File: config.mk
export PLATFORM = sky130hd
export DESIGN_NAME = mon_chan_ctrl
export DESIGN_NICKNAME = d
export VERILOG_FILES = /design/src/rtl/mon_chan_pkg.sv /design/src/rtl/mon_chan_flags.sv /design/src/rtl/mon_chan_rx.sv /design/src/rtl/mon_chan_tx.sv /design/src/rtl/mon_chan_ctrl.sv
export SDC_FILE = /design/constraint.sdc
export NUM_CORES = 1
export LEC_CHECK = 0
export BUFFER_PORTS_ARGS = -buffer_cell sky130_fd_sc_hd__buf_2
export CORE_UTILIZATION = 40
export CTS_BUF_LIST = sky130_fd_sc_hd__clkbuf_2 sky130_fd_sc_hd__clkbuf_4 sky130_fd_sc_hd__clkbuf_8
export DETAILED_ROUTE_END_ITERATION = 6
export GPL_TIMING_DRIVEN = 0
export MAX_ROUTING_LAYER = met4
export PLACE_DENSITY_LB_ADDON = 0.05
export SYNTH_ARGS = -nofsm -noshare
export SYNTH_HDL_FRONTEND = slang
export SYNTH_SLANG_ARGS = --single-unit
export TNS_END_PERCENT = 30
File: constraint.sdc
create_clock -name clk -period 5.4 [get_ports clk]
set_clock_uncertainty 0.15 [all_clocks]
set_input_delay 0.81 -clock clk [delete_from_list [all_inputs] [get_ports clk]]
set_output_delay 0.81 -clock clk [all_outputs]
set_load 0.05 [all_outputs]
File: src/rtl/mon_chan_pkg.sv
package mon_chan_pkg;
   localparam int NSTS      = 5;
   localparam int S_TXRDY   = 0;
   localparam int S_FARAB   = 1;
   localparam int S_RXRDY   = 2;
   localparam int S_RXABT   = 3;
   localparam int S_RXEOM   = 4;

   typedef enum logic [1:0] {RX_GAP, RX_ONE, RX_SKIP} rx_st_t;
   typedef enum logic [1:0] {TX_INIT, TX_IDLE, TX_SEND, TX_GAP} tx_st_t;
endpackage

File: src/rtl/mon_chan_flags.sv
module mon_chan_flags #(
   parameter int N = 5
) (
   input  logic         clk,
   input  logic         rst_n,
   input  logic         hold_clr,
   input  logic [N-1:0] set_v,
   input  logic [N-1:0] clr_v,
   output logic [N-1:0] q
);
   for (genvar i = 0; i < N; i++) begin : g_bit
      logic b_q;
      always_ff @(posedge clk or negedge rst_n) begin
         if (!rst_n)        b_q <= 1'b0;
         else if (hold_clr) b_q <= 1'b0;
         else               b_q <= set_v[i] | (b_q & ~clr_v[i]);
      end
      assign q[i] = b_q;

      AST_W1C_ONLY: assert property (@(posedge clk) disable iff (!rst_n)
         $fell(q[i]) |-> $past(clr_v[i] || hold_clr));
   end

   AST_CHAN_RST_CLR: assert property (@(posedge clk) disable iff (!rst_n)
      hold_clr |=> (q == '0));
endmodule

File: src/rtl/mon_chan_rx.sv
module mon_chan_rx
   import mon_chan_pkg::*;
#(
   parameter int DW       = 8,
   parameter int EOM_GAPS = 2
) (
   input  logic          clk,
   input  logic          rst_n,
   input  logic          chan_rst,
   input  logic          frm_stb,
   input  logic [DW-1:0] rx_dat,
   input  logic          rx_vld,
   input  logic          rd_stb,
   input  logic          lock_ab,
   input  logic          lock_eom,
   output logic          set_rdy,
   output logic          set_ab,
   output logic          set_eom,
   output logic [DW-1:0] rd_dat
);
   localparam int GW = $clog2(EOM_GAPS + 1);

   rx_st_t        st, st_n;
   logic [DW-1:0] held, held_n, rd_q, rd_n;
   logic [GW-1:0] gcnt, gcnt_n;
   logic          msg, msg_n, wait_rd, wait_n, lock;

   assign lock = wait_rd | lock_ab | lock_eom;

   always_comb begin
      st_n = st; held_n = held; rd_n = rd_q; gcnt_n = gcnt;
      msg_n = msg; wait_n = wait_rd;
      set_rdy = 1'b0; set_ab = 1'b0; set_eom = 1'b0;
      if (rd_stb) wait_n = 1'b0;
      if (frm_stb) begin
         if (lock) begin
            st_n   = RX_SKIP;
            gcnt_n = '0;
         end else if (!rx_vld) begin
            st_n   = RX_GAP;
            gcnt_n = (gcnt == GW'(EOM_GAPS)) ? gcnt : gcnt + GW'(1);
            if (gcnt == GW'(EOM_GAPS - 1) && msg) begin
               set_eom = 1'b1;
               msg_n   = 1'b0;
            end
         end else begin
            gcnt_n = '0;
            case (st)
               RX_GAP: begin
                  st_n   = RX_ONE;
                  held_n = rx_dat;
               end
               RX_ONE: begin
                  st_n = RX_SKIP;
                  if (rx_dat == held) begin
                     set_rdy = 1'b1;
                     rd_n    = rx_dat;
                     wait_n  = 1'b1;
                     msg_n   = 1'b1;
                  end else begin
                     set_ab = 1'b1;
                     msg_n  = 1'b0;
                  end
               end
               default: st_n = RX_SKIP;
            endcase
         end
      end
   end

   always_ff @(posedge clk or negedge rst_n) begin
      if (!rst_n) begin
         st <= RX_GAP; held <= '0; rd_q <= '0; gcnt <= '0; msg <= 1'b0; wait_rd <= 1'b0;
      end else if (chan_rst) begin
         st <= RX_GAP; gcnt <= '0; msg <= 1'b0; wait_rd <= 1'b0;
      end else begin
         st <= st_n; held <= held_n; rd_q <= rd_n; gcnt <= gcnt_n;
         msg <= msg_n; wait_rd <= wait_n;
      end
   end

   assign rd_dat = rd_q;

   AST_RX_WAIT_HOLD: assert property (@(posedge clk) disable iff (!rst_n)
      wait_rd |=> $stable(rd_dat));
   AST_RX_ABT_HOLD: assert property (@(posedge clk) disable iff (!rst_n)
      lock_ab |=> $stable(rd_dat));
endmodule

File: src/rtl/mon_chan_tx.sv
module mon_chan_tx
   import mon_chan_pkg::*;
#(
   parameter int DW      = 8,
   parameter int MIN_REP = 2
) (
   input  logic          clk,
   input  logic          rst_n,
   input  logic          chan_rst,
   input  logic          frm_stb,
   input  logic          rx_ack,
   input  logic          rx_abt,
   input  logic          wr_stb,
   input  logic [DW-1:0] wr_dat,
   input  logic          rab_set,
   output logic          set_rdy,
   output logic          set_rab,
   output logic [DW-1:0] tx_dat,
   output logic          tx_vld
);
   localparam int CW = $clog2(MIN_REP + 1);

   tx_st_t        st, st_n;
   logic [DW-1:0] byte_q, byte_n;
   logic [CW-1:0] cnt, cnt_n;
   logic          abort;

   assign abort = frm_stb & rx_abt;

   always_comb begin
      st_n = st; byte_n = byte_q; cnt_n = cnt;
      set_rdy = 1'b0; set_rab = 1'b0;
      case (st)
         TX_INIT: begin
            st_n    = TX_IDLE;
            set_rdy = 1'b1;
         end
         TX_IDLE: if (wr_stb && !rab_set) begin
            st_n   = TX_SEND;
            byte_n = wr_dat;
            cnt_n  = '0;
         end
         TX_SEND: if (frm_stb) begin
            if (cnt != CW'(MIN_REP)) cnt_n = cnt + CW'(1);
            if (cnt >= CW'(MIN_REP - 1) && rx_ack) st_n = TX_GAP;
         end
         default: if (frm_stb) begin
            st_n    = TX_IDLE;
            set_rdy = 1'b1;
         end
      endcase
      if (abort) begin
         st_n    = TX_IDLE;
         set_rab = 1'b1;
         set_rdy = 1'b1;
      end
   end

   always_ff @(posedge clk or negedge rst_n) begin
      if (!rst_n) begin
         st <= TX_INIT; byte_q <= '0; cnt <= '0;
      end else if (chan_rst) begin
         st <= TX_INIT; cnt <= '0;
      end else begin
         st <= st_n; byte_q <= byte_n; cnt <= cnt_n;
      end
   end

   assign tx_vld = (st == TX_SEND);
   assign tx_dat = tx_vld ? byte_q : {DW{1'b1}};

   AST_TX_DAT_HOLD: assert property (@(posedge clk) disable iff (!rst_n)
      (tx_vld && $past(tx_vld)) |-> $stable(tx_dat));
   AST_TX_RAB_DISCARD: assert property (@(posedge clk) disable iff (!rst_n)
      (wr_stb && rab_set && !tx_vld) |=> !tx_vld);
endmodule

File: src/rtl/mon_chan_ctrl.sv
module mon_chan_ctrl
   import mon_chan_pkg::*;
#(
   parameter int DW         = 8,
   parameter int TX_MIN_REP = 2,
   parameter int EOM_GAPS   = 2
) (
   input  logic          clk,
   input  logic          rst_n,
   input  logic          chan_rst,
   input  logic          frm_stb,
   input  logic [DW-1:0] rx_dat,
   input  logic          rx_vld,
   input  logic          rx_ack,
   input  logic          rx_abt,
   output logic [DW-1:0] tx_dat,
   output logic          tx_vld,
   input  logic          rd_stb,
   output logic [DW-1:0] rd_dat,
   input  logic          wr_stb,
   input  logic [DW-1:0] wr_dat,
   input  logic [4:0]    sts_clr,
   output logic [4:0]    sts
);
   if (DW < 2) begin : g_bad_dw
      $error("mon_chan_ctrl: DW must be 2 or more");
   end
   if (TX_MIN_REP < 2) begin : g_bad_rep
      $error("mon_chan_ctrl: TX_MIN_REP must be 2 or more");
   end
   if (EOM_GAPS < 1) begin : g_bad_gap
      $error("mon_chan_ctrl: EOM_GAPS must be 1 or more");
   end

   logic            rx_rdy_s, rx_ab_s, rx_eom_s, tx_rdy_s, tx_rab_s;
   logic [NSTS-1:0] set_v;

   mon_chan_rx #(.DW(DW), .EOM_GAPS(EOM_GAPS)) u_rx (
      .clk(clk), .rst_n(rst_n), .chan_rst(chan_rst), .frm_stb(frm_stb),
      .rx_dat(rx_dat), .rx_vld(rx_vld), .rd_stb(rd_stb),
      .lock_ab(sts[S_RXABT]), .lock_eom(sts[S_RXEOM]),
      .set_rdy(rx_rdy_s), .set_ab(rx_ab_s), .set_eom(rx_eom_s), .rd_dat(rd_dat)
   );

   mon_chan_tx #(.DW(DW), .MIN_REP(TX_MIN_REP)) u_tx (
      .clk(clk), .rst_n(rst_n), .chan_rst(chan_rst), .frm_stb(frm_stb),
      .rx_ack(rx_ack), .rx_abt(rx_abt), .wr_stb(wr_stb), .wr_dat(wr_dat),
      .rab_set(sts[S_FARAB]), .set_rdy(tx_rdy_s), .set_rab(tx_rab_s),
      .tx_dat(tx_dat), .tx_vld(tx_vld)
   );

   always_comb begin
      set_v          = '0;
      set_v[S_TXRDY] = tx_rdy_s;
      set_v[S_FARAB] = tx_rab_s;
      set_v[S_RXRDY] = rx_rdy_s;
      set_v[S_RXABT] = rx_ab_s;
      set_v[S_RXEOM] = rx_eom_s;
   end

   mon_chan_flags #(.N(NSTS)) u_flags (
      .clk(clk), .rst_n(rst_n), .hold_clr(chan_rst),
      .set_v(set_v), .clr_v(sts_clr), .q(sts)
   );

   AST_RXRDY_FROM_FRAME: assert property (@(posedge clk) disable iff (!rst_n)
      $rose(sts[S_RXRDY]) |-> $past(frm_stb && rx_vld));
   AST_EOM_AFTER_GAP: assert property (@(posedge clk) disable iff (!rst_n)
      $rose(sts[S_RXEOM]) |-> $past(frm_stb && !rx_vld));
endmodule

Word-level counts from Yosys, hierarchy flattened
Cells that the tools add are included.

Output and inout bits: 22. Word-level logic and storage cells: 130. Input port bits: 30. Register bits: 39.

Muxes and demuxes: 59. Reduce and logical (&&, ||, !) cells: 18. Equality and inequality tests: 16. $lt $le $gt $ge: 1. Bitwise operators: 20. $add $sub $neg: 2.

Operators with widths (count): 2-to-1 mux 2 bit (20); 2-to-1 mux 1 bit (35); AND reduction 4 bit (3); equality test 8 bit (1); 2-to-1 mux 8 bit (1); inequality test 4 bit, second input constant (2); NOT 1 bit (7); bitwise OR 1 bit (7); bitwise AND 1 bit (6); equality test 2 x 1 -> 1 bit, second input constant (3); inequality test 3 x 2 -> 1 bit, second input constant (2); inequality test 3 bit, second input constant (2); case mux 2 bit (3 select lines) (1); AND reduction 6 bit (1); nonzero test 3 bit (2); AND reduction 5 bit (1); nonzero test 5 bit (1); adder 2 x 1 -> 2 bit, second input constant (2); equality test 2 bit, second input constant (2); zero test 2 bit (2); inequality test 2 bit, second input constant (2); inequality test 4 x 2 -> 1 bit, second input constant (1); inequality test 4 x 3 -> 1 bit, second input constant (1); case mux 2 bit (2 select lines) (1); 8 further kinds (10).

Logic depth before layout (Yosys ltp)
Depth after elaboration: 8. Depth in mapped cells: 6. Depth with buffers taken out: 6.

By module
Synthesis repeated with hierarchy kept, for this count alone.

Cells, all modules: 181. Area total of the unflattened synthesis: 2075.7 sq um.

By module, submodules not included: mon_chan_rx (times used 1, area each 1067.3 sq um, cells each 84, seq. area each 550.5 sq um); mon_chan_tx (times used 1, area each 770.7 sq um, cells each 72, seq. area each 300.3 sq um); mon_chan_flags (times used 1, area each 237.7 sq um, cells each 25, seq. area each 125.1 sq um).

Least setup slack after synthesis
OpenSTA, ideal clock, no wires.

Kind: flip-flop to output port. Start point: register u_tx.st[0]. End point: output tx_dat[0]. Data required time: 4440 ps. Path buffers: 1. Data arrival time: 1683 ps. Path slack: 2757 ps. Stages on the path, launching flop included: 5. Cell sequence: dfrtp_1 inv_1 ha_1 clkbuf_1 nand2b_1.

Longest elaborated chain between the ends: 2.

RTL lines: start: declaration (line mon_chan_tx.sv:23) `tx_st_t st, st_n;`; start signal: assignment (line mon_chan_tx.sv:65) `st <= st_n; byte_q <= byte_n; cnt <= cnt_n;`; equality test 2 bit (line mon_chan_tx.sv:69) `assign tx_vld = (st == TX_SEND);`; via tx_vld (line mon_chan_ctrl.sv:17) `output logic tx_vld,`; 2-to-1 mux 8 bit (line mon_chan_tx.sv:70) `assign tx_dat = tx_vld ? byte_q : {DW{1'b1}};`; end: declaration (line mon_chan_ctrl.sv:16) `output logic [DW-1:0] tx_dat,`.

The timed path passes the listed nets, and every way through them passes these cells.

Final worst setup path
Start point: register u_tx.st[0]. End point: output tx_dat[5].

Longest elaborated chain between the ends: 2.

RTL lines (line): equality test 2 bit (mon_chan_tx.sv:69); 2-to-1 mux 8 bit (mon_chan_tx.sv:70).

No other way between the ends.

==> metrics.cfg <==
[power_and_ir_drop]
powerDensity_nw_per_um2=360
leakage_nw=1.17
post_route_total_power_mw=0.865
vdd_drop_max_mv=0.202

[global_route]
grt_overflow_total=0
via_count_of_the_first_global_routing_pass=1459
grt_pass1_wl_mm=6.75
grt_start_max_net_pins=40
number_of_antenna_violations_at_the_first_check_in_global_routing=0
grt.total_usage_pct=17.7

[clock_tree]
cts_setup_buffers=0
worstSkewPairLatency_ns=0.29
cts.htree.levels=2
clkTransAtPathRegs_ns=0.07
cts_num_sinks=39
cts_inserted_buffers=5
clock-root-buffer=sky130_fd_sc_hd__clkbuf_8
holdBufCountCts=0
cts-resized-gates=0
clock_tree_from_tritoncts=built
clockBufferDepth=2

[timing]
fmax_ghz=0.357
hold_violations=0
tns_ns=0
finalSetupViolCount=0
grt_setup_unrepaired=false
worst_slew_margin_rel_pct=41.8
worst_slew_pin_slew_ns=0.873
min_period_ns=2.80
period_utilization_post_route_pct=51.9
timing.final.ws_setup_ns=2.60
slew_viol_final=0
hold_slack_ns=0.350

[worst_hold_path]
end_of_the_worst_hold_path=u_tx.byte_q[0]
hold_crit_depth=1
class_of_the_tightest_hold_or_removal_check=reg -> reg
holdCritStartpoint=u_tx.byte_q[0]

[routing]
drt_pre_antenna_iters=4
wl_per_cell_um=13.7
vias_per_cell=4.94
drt_drc_violations_left=0
final_antenna_net_count=0
drt_wl_total_mm=4.04
drtIter0Drc=84
route.vias.total=1451

[synthesis]
synth_seq_cells=39
synth-adder-area-share_pct=5.06
postSynthNetCount=207
post_synth_inst_count=169
main_combinational_cell_family_by_area_after_synthesis=multiplexers
postSynth.topFlopCell=sky130_fd_sc_hd__dfrtp_1
netlist-cell-type-count=33
synth_compound_area_share_pct=7.03
synth-edff-count=0
synth_area_um2=1980
post_synth_mux_area_share_pct=15.8
synthesis.area_per_instance_um2=11.7
synth_xor_xnor_area_share_pct=3.54
post_synth_and_or_nand_nor_area_fraction_pct=14.4
synthesis.yosys.warnings=0
proportion_of_synthesized_chip_area_in_sequential_cells_pct=49.4
synth-async-reset-ratio_pct=100

[place]
hpwl_mm=2.98
dpl.cell_count=287
io_buffers=51
dpl_worst_slack_ns=2.70
placement.cell_area_um2=2320
place_congestion=0.815

[die]
initial_utilization_pct=41.6
chipWidth_um=72.3
die_area_um2=5230
number_of_rows_in_the_core_area=25
core_um2=4750
num_io_pins=52
die_h_um=72.3

[worst_setup_path]
worst_path_largest_cell_delay_ns=0.42
critical_path.n_buffers_inverters=3
critical_path_depth_in_cells=5
worst_path_max_delay_cell=sky130_fd_sc_hd__dfrtp_1
worst_setup_path_start_kind=register
r2r-start=u_flags.g_bit[3].b_q
rr_endpoint=u_rx.held[2]
crit_family=buffers and inverters
cp_data_arrival_time_ns=1.84
worst_ep_required_time_ns=4.44
worstPathCellList=inv_1, ha_1, clkbuf_1, nand2b_1, buf_2
timing.setup.critical_path_class=reg -> out
worstPathMaxFanout=10
timing.critical_path.to_type=output pin
reg2reg_setup_slack_ns=3.23
timing.reg2reg.worst_path_depth=6

[job]
drv.max_cap_violation_count=0

[finish]
fin_util_pct=50.6
antenna_cells_inserted=0
finalNonFillerCells=294
layout-drive-gt1-share_pct=41.0
fin_nets=265
postLayoutCellArea_um2=2400
syn2layout_area_growth_pct=21.6

[outcome]
outcome=finished, final reports clean

[state kept, by name (all words and copies together), names as in the netlist]
| name | flops |
|---|---|
| u_flags.g_bit.b_q | 5 |
| u_tx.byte_q | 8 |
| u_rx.gcnt | 2 |
| u_rx.st | 2 |
| u_tx.st | 2 |
| u_rx.held | 8 |
| u_tx.cnt | 2 |
| u_rx.msg | 1 |
| u_rx.rd_dat | 8 |
| u_rx.wait_rd | 1 |
[cell type report]
type | instances | area (um2)
fill | 467 | 2350
sequential | 39 | 976
multi-input combinational | 112 | 906
timing repair buffer | 51 | 255
tap | 67 | 83.8
clock buffer | 6 | 82.6
buffer | 9 | 61.3
inverter | 9 | 33.8
clock inverter | 1 | 5.00
[how the worst max path moves through the flow]
stage	from	endpoint	slack, ns
detailed placement	rx_dat[3]	u_rx.rd_dat[6]	2.70
global route	u_tx.st[0]	tx_dat[6]	2.49
floorplan	u_tx.st[0]	tx_dat[0]	2.76
CTS	u_tx.st[0]	tx_dat[5]	2.58
global placement	rx_dat[3]	u_rx.rd_dat[5]	2.73
finish	u_tx.st[0]	tx_dat[5]	2.60
[power by group]
group          internal, mW  switching (mW)  leakage [nW]
registers             0.351          0.0348         0.505
clock network         0.100           0.100        0.0470
logic                 0.120           0.159         0.614
total                 0.571           0.294          1.17
[Yosys cell counts, types with 3 or more instances]
| master | n | area (um2) |
|---|---|---|
| sky130_fd_sc_hd__o21ai_0 | 6 | 30.0 |
| sky130_fd_sc_hd__ha_1 | 8 | 100 |
| sky130_fd_sc_hd__buf_4 | 5 | 37.5 |
| sky130_fd_sc_hd__dfrtp_1 | 39 | 976 |
| sky130_fd_sc_hd__xor2_1 | 8 | 70.1 |
| sky130_fd_sc_hd__inv_1 | 9 | 33.8 |
| sky130_fd_sc_hd__nand3_1 | 5 | 25.0 |
| sky130_fd_sc_hd__nand2b_1 | 19 | 119 |
| sky130_fd_sc_hd__nor2_1 | 3 | 11.3 |
| sky130_fd_sc_hd__nand2_1 | 4 | 15.0 |
| sky130_fd_sc_hd__mux2i_1 | 3 | 30.0 |
| sky130_fd_sc_hd__a21oi_1 | 10 | 50.1 |
| sky130_fd_sc_hd__mux2_2 | 25 | 282 |
[cell usage in the layout, fill, tap and decap left out]
cell | netlist | routed
sky130_fd_sc_hd__buf_2 | 1 | 52
sky130_fd_sc_hd__dfrtp_1 | 39 | 39
sky130_fd_sc_hd__mux2_2 | 25 | 25
sky130_fd_sc_hd__nand2b_1 | 19 | 19
sky130_fd_sc_hd__a21oi_1 | 10 | 10
sky130_fd_sc_hd__inv_1 | 9 | 9
sky130_fd_sc_hd__xor2_1 | 8 | 8
sky130_fd_sc_hd__ha_1 | 8 | 8
sky130_fd_sc_hd__o21ai_0 | 6 | 6
sky130_fd_sc_hd__clkbuf_8 | 0 | 6
sky130_fd_sc_hd__nand3_1 | 5 | 5
sky130_fd_sc_hd__buf_4 | 5 | 5
sky130_fd_sc_hd__nand2_1 | 4 | 4
sky130_fd_sc_hd__nor2_1 | 3 | 3
sky130_fd_sc_hd__mux2i_1 | 3 | 3
sky130_fd_sc_hd__clkbuf_1 | 2 | 2
sky130_fd_sc_hd__nand3b_1 | 2 | 2
sky130_fd_sc_hd__nor4_1 | 2 | 2
sky130_fd_sc_hd__a31oi_1 | 2 | 2
sky130_fd_sc_hd__o22ai_1 | 2 | 2
sky130_fd_sc_hd__or4b_1 | 1 | 1
sky130_fd_sc_hd__nor2_4 | 1 | 1
sky130_fd_sc_hd__a211o_1 | 1 | 1
sky130_fd_sc_hd__and3b_1 | 1 | 1
sky130_fd_sc_hd__and4_1 | 1 | 1
sky130_fd_sc_hd__buf_6 | 1 | 1
sky130_fd_sc_hd__or3_1 | 1 | 1
sky130_fd_sc_hd__nor3_1 | 1 | 1
sky130_fd_sc_hd__nand4_4 | 1 | 1
sky130_fd_sc_hd__a21o_1 | 1 | 1
sky130_fd_sc_hd__nor3_2 | 1 | 1
sky130_fd_sc_hd__nor2b_1 | 1 | 1
sky130_fd_sc_hd__a32oi_1 | 1 | 1
sky130_fd_sc_hd__o32ai_1 | 1 | 1
sky130_fd_sc_hd__clkinv_2 | 0 | 1
[routing by layer]
metal / track usage, % / up-vias / part of all wire [%]
li1: - / 695 / -
met1: 20.8 / 712 / 44
met2: 28.9 / 37 / 50
met3: 4.31 / 7 / 4.4
met4: 7.63 / 0 / 1.6
met5: - / - / 0
[kinds of logic after synthesis]
family / after synthesis
AND/OR/NAND/NOR: 44
flip-flops: 39
multiplexers: 28
AO/OA/AOI/OAI: 24
buffers and inverters: 18
XOR/XNOR: 8
adder cells (fa/ha/maj): 8
(Power assumes the default switching activity.)
